--- config.mk ---
export PLATFORM = sky130hd
export DESIGN_NAME = hc_irq_regs
export DESIGN_NICKNAME = d
export VERILOG_FILES = /design/src/rtl/hc_irq_pkg.sv /design/src/rtl/hc_irq_decode.sv /design/src/rtl/hc_irq_status.sv /design/src/rtl/hc_irq_mask.sv /design/src/rtl/hc_irq_regs.sv
export SDC_FILE = /design/constraint.sdc
export NUM_CORES = 1
export LEC_CHECK = 0
export ABC_AREA = 1
export CAP_MARGIN = 40
export CORE_MARGIN = 4
export CORE_UTILIZATION = 32
export DETAILED_ROUTE_END_ITERATION = 6
export GPL_TIMING_DRIVEN = 0
export PLACE_DENSITY = 0.68
export SLEW_MARGIN = 0
export SYNTH_ARGS = -nofsm -noshare
export SYNTH_HDL_FRONTEND = slang
export SYNTH_SLANG_ARGS = --single-unit
--- constraint.sdc ---
create_clock -name clk -period 0.9 [get_ports clk]
set_input_delay 0.09 -clock clk [delete_from_list [all_inputs] [get_ports clk]]
set_output_delay 0.09 -clock clk [all_outputs]
set_load 0.005 [all_outputs]
--- src/rtl/hc_irq_pkg.sv ---
package hc_irq_pkg;

    localparam int REG_W      = 32;
    localparam int ADDR_W     = 2;
    localparam int SRC_N      = REG_W - 1;
    localparam int MASTER_BIT = REG_W - 1;

    // defined source positions
    localparam int SRC_SCHED_OVR = 0;
    localparam int SRC_DONE_WB   = 1;
    localparam int SRC_FRM_START = 2;
    localparam int SRC_RESUME    = 3;
    localparam int SRC_FATAL     = 4;
    localparam int SRC_FRM_WRAP  = 5;
    localparam int SRC_HUB_CHG   = 6;
    localparam int SRC_OWN_CHG   = 30;

    localparam logic [REG_W-1:0] SRC_DEF =
        (REG_W'(1) << SRC_SCHED_OVR) | (REG_W'(1) << SRC_DONE_WB) |
        (REG_W'(1) << SRC_FRM_START) | (REG_W'(1) << SRC_RESUME)  |
        (REG_W'(1) << SRC_FATAL)     | (REG_W'(1) << SRC_FRM_WRAP) |
        (REG_W'(1) << SRC_HUB_CHG)   | (REG_W'(1) << SRC_OWN_CHG);

    localparam logic [REG_W-1:0] MASK_DEF = SRC_DEF | (REG_W'(1) << MASTER_BIT);

    typedef enum logic [ADDR_W-1:0] {
        OFS_STATUS = 2'd0,
        OFS_EN_SET = 2'd1,
        OFS_EN_CLR = 2'd2,
        OFS_NONE   = 2'd3
    } reg_ofs_e;

    typedef struct packed {
        logic status_clr;
        logic mask_set;
        logic mask_clr;
    } wr_sel_t;

    function automatic logic [REG_W-1:0] keep_defined(input logic [REG_W-1:0] v,
                                                      input logic [REG_W-1:0] def);
        return v & def;
    endfunction

endpackage

--- src/rtl/hc_irq_decode.sv ---
module hc_irq_decode
    import hc_irq_pkg::*;
(
    input  logic [ADDR_W-1:0] addr,
    input  logic              wr,
    output reg_ofs_e          ofs,
    output wr_sel_t           sel
);
    always_comb begin
        ofs            = reg_ofs_e'(addr);
        sel            = '0;
        sel.status_clr = wr && (ofs == OFS_STATUS);
        sel.mask_set   = wr && (ofs == OFS_EN_SET);
        sel.mask_clr   = wr && (ofs == OFS_EN_CLR);
    end
endmodule

--- src/rtl/hc_irq_status.sv ---
module hc_irq_status
    import hc_irq_pkg::*;
(
    input  logic             clk,
    input  logic             rst,
    input  logic             clr_en,
    input  logic [REG_W-1:0] clr_bits,
    input  logic [REG_W-1:0] evt,
    output logic [REG_W-1:0] status_q
);
    logic [REG_W-1:0] clr_vec;
    logic [REG_W-1:0] status_d;

    always_comb begin
        clr_vec  = clr_en ? clr_bits : '0;
        status_d = keep_defined((status_q & ~clr_vec) | evt, SRC_DEF);
    end

    always_ff @(posedge clk) begin
        if (rst) status_q <= '0;
        else     status_q <= status_d;
    end


    w1c_clear_chk: assert property (@(posedge clk) disable iff (rst)
        (clr_en && ((clr_bits & ~evt) != '0)) |=> ((status_q & $past(clr_bits & ~evt)) == '0));

    evt_wins_chk: assert property (@(posedge clk) disable iff (rst)
        ((evt & SRC_DEF) != '0) |=> ((status_q & $past(evt & SRC_DEF)) == $past(evt & SRC_DEF)));

    sticky_hold_chk: assert property (@(posedge clk) disable iff (rst)
        (!clr_en && evt == '0) |=> $stable(status_q));
endmodule

--- src/rtl/hc_irq_mask.sv ---
module hc_irq_mask
    import hc_irq_pkg::*;
(
    input  logic             clk,
    input  logic             rst,
    input  logic             set_en,
    input  logic             clr_en,
    input  logic [REG_W-1:0] bits,
    output logic [REG_W-1:0] mask_q
);
    logic [REG_W-1:0] set_vec;
    logic [REG_W-1:0] clr_vec;

    always_comb begin
        set_vec = set_en ? keep_defined(bits, MASK_DEF) : '0;
        clr_vec = clr_en ? bits : '0;
    end

    always_ff @(posedge clk) begin
        if (rst) mask_q <= '0;
        else     mask_q <= (mask_q | set_vec) & ~clr_vec;
    end


    mask_set_chk: assert property (@(posedge clk) disable iff (rst)
        set_en |=> ((mask_q & $past(bits & MASK_DEF)) == $past(bits & MASK_DEF)));

    mask_clr_chk: assert property (@(posedge clk) disable iff (rst)
        clr_en |=> ((mask_q & $past(bits)) == '0));

    mask_idle_chk: assert property (@(posedge clk) disable iff (rst)
        (!set_en && !clr_en) |=> $stable(mask_q));
endmodule

--- src/rtl/hc_irq_regs.sv ---
module hc_irq_regs
    import hc_irq_pkg::*;
(
    input  logic              clk,
    input  logic              rst,
    input  logic [ADDR_W-1:0] reg_addr,
    input  logic              reg_wr,
    input  logic [REG_W-1:0]  reg_wdata,
    output logic [REG_W-1:0]  reg_rdata,
    input  logic [SRC_N-1:0]  evt_i,
    output logic              irq_o
);
    reg_ofs_e         ofs;
    wr_sel_t          sel;
    logic [REG_W-1:0] status_q;
    logic [REG_W-1:0] mask_q;

    hc_irq_decode u_decode (
        .addr (reg_addr),
        .wr   (reg_wr),
        .ofs  (ofs),
        .sel  (sel)
    );

    hc_irq_status u_status (
        .clk      (clk),
        .rst      (rst),
        .clr_en   (sel.status_clr),
        .clr_bits (reg_wdata),
        .evt      ({1'b0, evt_i}),
        .status_q (status_q)
    );

    hc_irq_mask u_mask (
        .clk    (clk),
        .rst    (rst),
        .set_en (sel.mask_set),
        .clr_en (sel.mask_clr),
        .bits   (reg_wdata),
        .mask_q (mask_q)
    );

    always_comb begin
        case (ofs)
            OFS_STATUS: reg_rdata = status_q;
            OFS_EN_SET,
            OFS_EN_CLR: reg_rdata = mask_q;
            default:    reg_rdata = '0;
        endcase
    end

    assign irq_o = mask_q[MASTER_BIT] & (|(status_q[SRC_N-1:0] & mask_q[SRC_N-1:0]));


    irq_gate_chk: assert property (@(posedge clk) disable iff (rst)
        irq_o |-> (mask_q[MASTER_BIT] && ((status_q & mask_q & SRC_DEF) != '0)));

    hole_read_chk: assert property (@(posedge clk) disable iff (rst)
        (reg_addr == 2'd3) |-> (reg_rdata == '0));

    reset_clear_chk: assert property (@(posedge clk)
        rst |=> (status_q == '0 && mask_q == '0));
endmodule

==> qor.yml, run 1 <==
synth_top_area_share_pct: 42.2
avgRoutedWirePerCell_um: 12.2
cts_sinks: 40
yosys_warnings: 0
cellLeakagePower_nw: 1.87
post-route-period-util_pct: 132
start_util_pct: 33.6
crit_buf_inv: 1
dr.pass1.iters: 4
die_w_um: 85.0
fin_util_pct: 59.9
synthFlopType: "dfxtp_1"
whs_ps: 44.2
finalInstanceArea_um2: 3380
cts_tree: "yes"
totalWireLength_mm: 5.73
syn_inst: 288
crit_path_top_delay_cell: "dfxtp_2"
viasPerCell: 4.32
p_sw_w: 0.000978
worstHoldEndpoint: "u_status.status_q[1]$_SDFF_PP0_"
rsz0062_at_grt: "true"
critical_path_class: "flop to output port"
fin_setup_tns_ps: -5100
h-tree-depth: 2
nFillCells: 513
path_max_fanout: 2
row_count: 27
maxSlewHeadroom_pct: 82.8
end_kind: "output port"
status: "complete, but fails checks"
postPlaceCellArea_um2: 2750
worst_slew_pin_slew_ps: 258
vias: 2032
min_path_type: "primary input to flop"
synth_area_um2: 1900
numPortBuffers: 76
p_int_w: 0.00297
numCtsBuffers: 5
ys_types: 16
core_area_um2: 5640
hold_viol: 0
drtIter0Drc: 61
drive_above_1_share_pct: 43.5
postSynth.asyncResetShare_pct: 0
grt_pass1_wl_mm: 9.20
grt_antenna_before_repair: 0
setup_viol: 33
seq_area_um2: 827
cts_max_path_buffers: 2
n_antenna_cell: 0
cp_top_family: "flip-flops"
power.share.clock_pct: 30.5
io_pins: 101
worstRegToRegCells: 4
cp_data_required_time_ps: 810
failed_checks: "negative setup slack"
slew_viol_final: 0
hold_buffers: 0
clock_skew_ps: 0
drc: 0
cp-start-kind: "flop"
ys_ff_latch: 40
grt_pass1_vias: 1983
synth_nets: 360
root_buffer: "clkbuf_8"
fmax_ghz: 0.842
min_period_ps: 1190
grt-ovfl-total: 0
vdd_drop_max_mv: 0.940
synth_top_area_cell: "dfxtp_1"
ant_nets: 0
grt_use_total_pct: 15.6
cp.arrival_ps: 1100
final_nets: 469
hp-start: "rst"
path_clk_slew_ps: 80
synth.most_common_cell: "nand2_1"
synth_edf_count: 0
synth_common_cells: "83 x nand2_1, 67 x inv_1, 40 x dfxtp_1"
setup_ws_ps: -288
r2r_end: "u_mask.mask_q[3]$_SDFF_PP0_"
insertion_delay_ps: 280
slowest_delay_ps: 350
dieArea_um2: 7220
post-dp-hpwl_mm: 3.79
p_comb_share_pct: 22.7
worstReg2RegStart: "u_mask.mask_q[3]$_SDFF_PP0_"
power_frac_seq_pct: 46.8
die_h_um: 85.0
synth_area_leaders: "dfxtp_1 42%, nand2_1 16%, inv_1 13%, nand3_1 6.1%, a21oi_1 4.5%"
grt_max_degree: 12
ys_seq_area_share_pct: 42.2
area_growth_pct: 78.4
maxCapViolations: 0
syn_avg_cell_area_um2: 6.58
power_w: 0.00395
pwr_density_cell_nw_per_um2: 1170
multiInputGateArea_um2: 961
worstHoldPathCells: 2
swShare_pct: 24.8
crit_chain: "nand2_2, nand2_1, nor2_1, a21oi_1, buf_2"
globalplace.congestion: 0.796
ff2ff_setup_slack_ps: 70
cell families after synthesis:
kind of cell | synth area share (%)
AOI/OAI and AO/OA | 9.24
buffers and inverters | 18.6
and+or+nand+nor | 27.3
DFF | 42.2
adders and majority gates | 2.64
power groups by stage:
| stage | logic, W | registers [W] | clock network [W] |
|---|---|---|---|
| 2_1_floorplan | 0.000228 | 0.00187 | 0 |
| 3_3_place_gp | 0.000526 | 0.00188 | 0 |
| 3_5_place_dp | 0.000529 | 0.00188 | 0 |
| 4_1_cts | 0.000841 | 0.00184 | 0.00125 |
| 5_1_grt | 0.000964 | 0.00185 | 0.00132 |
| 6_report | 0.000894 | 0.00185 | 0.00121 |
cell usage in the layout, fill, tap and decap left out:
master	count
clkbuf_8	6
clkdlybuf4s50_1	40
ha_1	1
buf_6	32
buf_4	13
dfxtp_1	19
buf_8	6
dlygate4sd2_1	1
o21ai_2	1
nand3_1	23
inv_2	21
a21oi_2	6
nand2_2	24
nand2_4	15
inv_1	45
inv_6	1
clkbuf_16	1
dfxtp_2	21
a21oi_1	11
o21ai_0	9
inv_4	1
ha_2	1
nor2_1	19
buf_12	2
ha_4	2
buf_16	1
clkbuf_1	2
buf_2	18
nand2_1	47
o21ai_1	8
inv_8	1
registers in the layout, indices dropped and copies added, names as in the netlist:
signal	flops
u_mask.mask_q	32
u_status.status_q	8
repair_timing:
item | CTS | global route
resized for setup | 225 | 75
endpoints found under the hold margin | 0 | 0
endpoints found under the setup margin | 73 | 53
cloned | 2 | 1
setup buffers | 23 | 6
pin swaps | 8 | 12
per-layer routing:
layer,track usage (%),vias up,share of wire (%)
li1,-,1069,-
met1,18.8,910,41
met2,28.2,47,52
met3,2.62,6,4.5
met4,5.04,0,1.7
met5,0,-,0
stage by stage:
| step | setup slack (ps) | instances |
|---|---|---|
| final | -288 | 470 |
| after floorplan | 21.9 | 288 |
| after global routing | -319 | 470 |
| after detailed placement | -1160 | 436 |
| after CTS | -277 | 468 |
| after global placement | -1190 | 436 |
layout make-up:
class | instances | share of cell area (%)
flip-flops and latches | 40 | 24.5
inverters | 69 | 8.10
well taps | 72 | 2.66
clock buffers | 8 | 2.66
multi-input cells | 167 | 28.4
plain buffers | 10 | 3.14
repair buffers | 104 | 30.6
worst max path at each step:
stage                                          startpoint      endpoint  cells after the start
final                     u_status.status_q[3]$_SDFF_PP0_         irq_o                      5
after global routing      u_status.status_q[6]$_SDFF_PP0_         irq_o                      5
after detailed placement                      reg_addr[1]  reg_rdata[1]                      7
after floorplan                               reg_addr[0]  reg_rdata[0]                      5
after CTS                 u_status.status_q[2]$_SDFF_PP0_         irq_o                      5
after global placement                        reg_addr[1]  reg_rdata[4]                      7
(Power assumes the default switching activity.)
==> run 2, diff against run 1 <==
Clock period 0.9 ns to 1.5 ns, I/O delays scaled along.
==> qor.yml, run 2 (same netlist as run 1, synthesis figures left out) <==
setup_viol: 0
numPortBuffers: 76
cpMostUsedCell: "nand2_1"
largest_reg_flops: 32
grt_use_total_pct: 14.8
path_max_fanout: 3
grt-ovfl-total: 0
dieArea_um2: 7220
crit_path_top_delay_cell: "dfxtp_1"
numCtsBuffers: 5
slowest_delay_ps: 360
rsz0062_at_grt: "false"
die_h_um: 85.0
n_antenna_cell: 0
final_nets: 450
fin_setup_tns_ps: 0
path_clk_slew_ps: 80
instances_no_fill: 451
area_growth_pct: 53.3
critical_path_class: "flop to output port"
vdd_drop_max_mv: 0.418
totalWireLength_mm: 5.31
seq_area_um2: 801
hold_viol: 0
start_util_pct: 33.6
end_kind: "output port"
cts_sinks: 40
io_pins: 101
cp_top_family: "flip-flops"
row_count: 27
post-dp-hpwl_mm: 3.90
grt_antenna_before_repair: 0
cts_max_path_buffers: 2
maxSlewHeadroom_pct: 72.7
whs_ps: 114
h-tree-depth: 2
pwr_density_cell_nw_per_um2: 808
drive_above_1_share_pct: 11.6
viasPerCell: 4.35
insertion_delay_ps: 280
clock_skew_ps: 0
cellLeakagePower_nw: 1.71
root_buffer: "clkbuf_8"
min_path_type: "primary input to flop"
cp-start-kind: "flop"
placed_cells: 436
nFillCells: 555
maxCapViolations: 0
avgRoutedWirePerCell_um: 11.8
cp.arrival_ps: 1230
cp_data_required_time_ps: 1350
dr.pass1.iters: 6
drc: 0
globalplace.congestion: 0.757
top_register: "u_mask.mask_q"
final_common_cell: "nand2_1"
top_regs: "u_mask.mask_q: 32 flops, u_status.status_q: 8 flops"
die_w_um: 85.0
vias: 1960
fmax_ghz: 0.722
fin_util_pct: 51.5
finalInstanceArea_um2: 2910
core_area_um2: 5640
cts_tree: "yes"
drtIter0Drc: 52
multiInputGateArea_um2: 762
post-route-period-util_pct: 92.3
final_cell_mix: "83 x nand2_1, 65 x inv_1, 41 x clkdlybuf4s50_1"
min_period_ps: 1380
grt_pass1_vias: 1873
crit_chain: "nand2_1, nand2_1, nor2_1, a21oi_1, dlygate4sd2_1"
postPlaceCellArea_um2: 2750
worst_slew_pin_slew_ps: 410
grt_max_degree: 13
ant_nets: 0
status: "finished clean"
grt_pass1_wl_mm: 8.74
crit_buf_inv: 1
slew_viol_final: 0
-- run 2: cell count changes in the layout (fill, tap and decap cells not counted), sizes merged --
| cell | before | now |
|---|---|---|
| clkdlybuf4s50 | 40 | 41 |
| clkinv | 0 | 1 |
| dlygate4sd2 | 1 | 27 |
| bufinv | 0 | 1 |
| clkbuf | 9 | 6 |
| buf | 72 | 27 |
-- run 2: where the power goes --
part | switching (W) | internal (W) | leakage (nW)
combinational | 0.000160 | 0.000217 | 1.32
sequential | 0.0000170 | 0.00108 | 0.325
clock | 0.000375 | 0.000494 | 0.0552
total | 0.000552 | 0.00180 | 1.71
-- run 2: worst reg2reg max path, delay by kind of cell (launching register included) --
family                 cells  cell delay, ps
AND/OR/NAND/NOR            1              80
flip-flops                 1             330
AO/OA/AOI/OAI              2             150
buffers and inverters      1              60
-- run 2: cell type report --
type                            instances  area share [%]
Tap cell                               72            3.10
Clock inverter                          2            1.21
Timing Repair Buffer                   84            26.4
Sequential cell                        40            27.6
Buffer                                 11            4.05
Inverter                               69            9.00
Clock buffer                            6            2.50
Multi-Input combinational cell        167            26.2
-- run 2: final timing paths --
path | startpoint | slack (ps) | endpoint | depth (start not counted)
setup / recovery | u_status.status_q[6]$_SDFF_PP0_ | 120 | irq_o | 5
hold / removal | rst | 110 | u_status.status_q[6]$_SDFF_PP0_ | 2
hold reg to reg | u_mask.mask_q[22]$_SDFF_PP0_ | 450 | u_mask.mask_q[22]$_SDFF_PP0_ | 2
setup reg to reg | u_mask.mask_q[31]$_SDFF_PP0_ | 830 | u_mask.mask_q[31]$_SDFF_PP0_ | 4
-- run 2: routing by layer --
metal / track usage (%) / vias to the layer above / routed length (um)
met3: 4.37 / 6 / 320
li1: - / 1031 / -
met2: 24.9 / 50 / 2580
met1: 18.6 / 873 / 2350
met4: 3.88 / 0 / 62
met5: 0 / - / 0
-- run 2: per-stage QoR --
stage | worst slack, ps | total power [W]
floorplan | 467 | 0.00126
global placement | -820 | 0.00144
detailed placement | -832 | 0.00144
CTS | 83.3 | 0.00237
global route | 9.97 | 0.00246
finish | 116 | 0.00235
-- run 2: repair_timing --
action                     in CTS  in global routing
hold buffers                    0                  0
setup buffers                   6                  1
resized for setup              74                  0
setup endpoints to repair      33                  1
cloned                          1                  0
pin swaps                       1                  1
==> run 3, diff against run 2 <==
Settings changed: GPL_ROUTABILITY_DRIVEN set to 0.
==> results of run 3 <==
The final DEF is identical to that of run 2; final timing and power are the same.
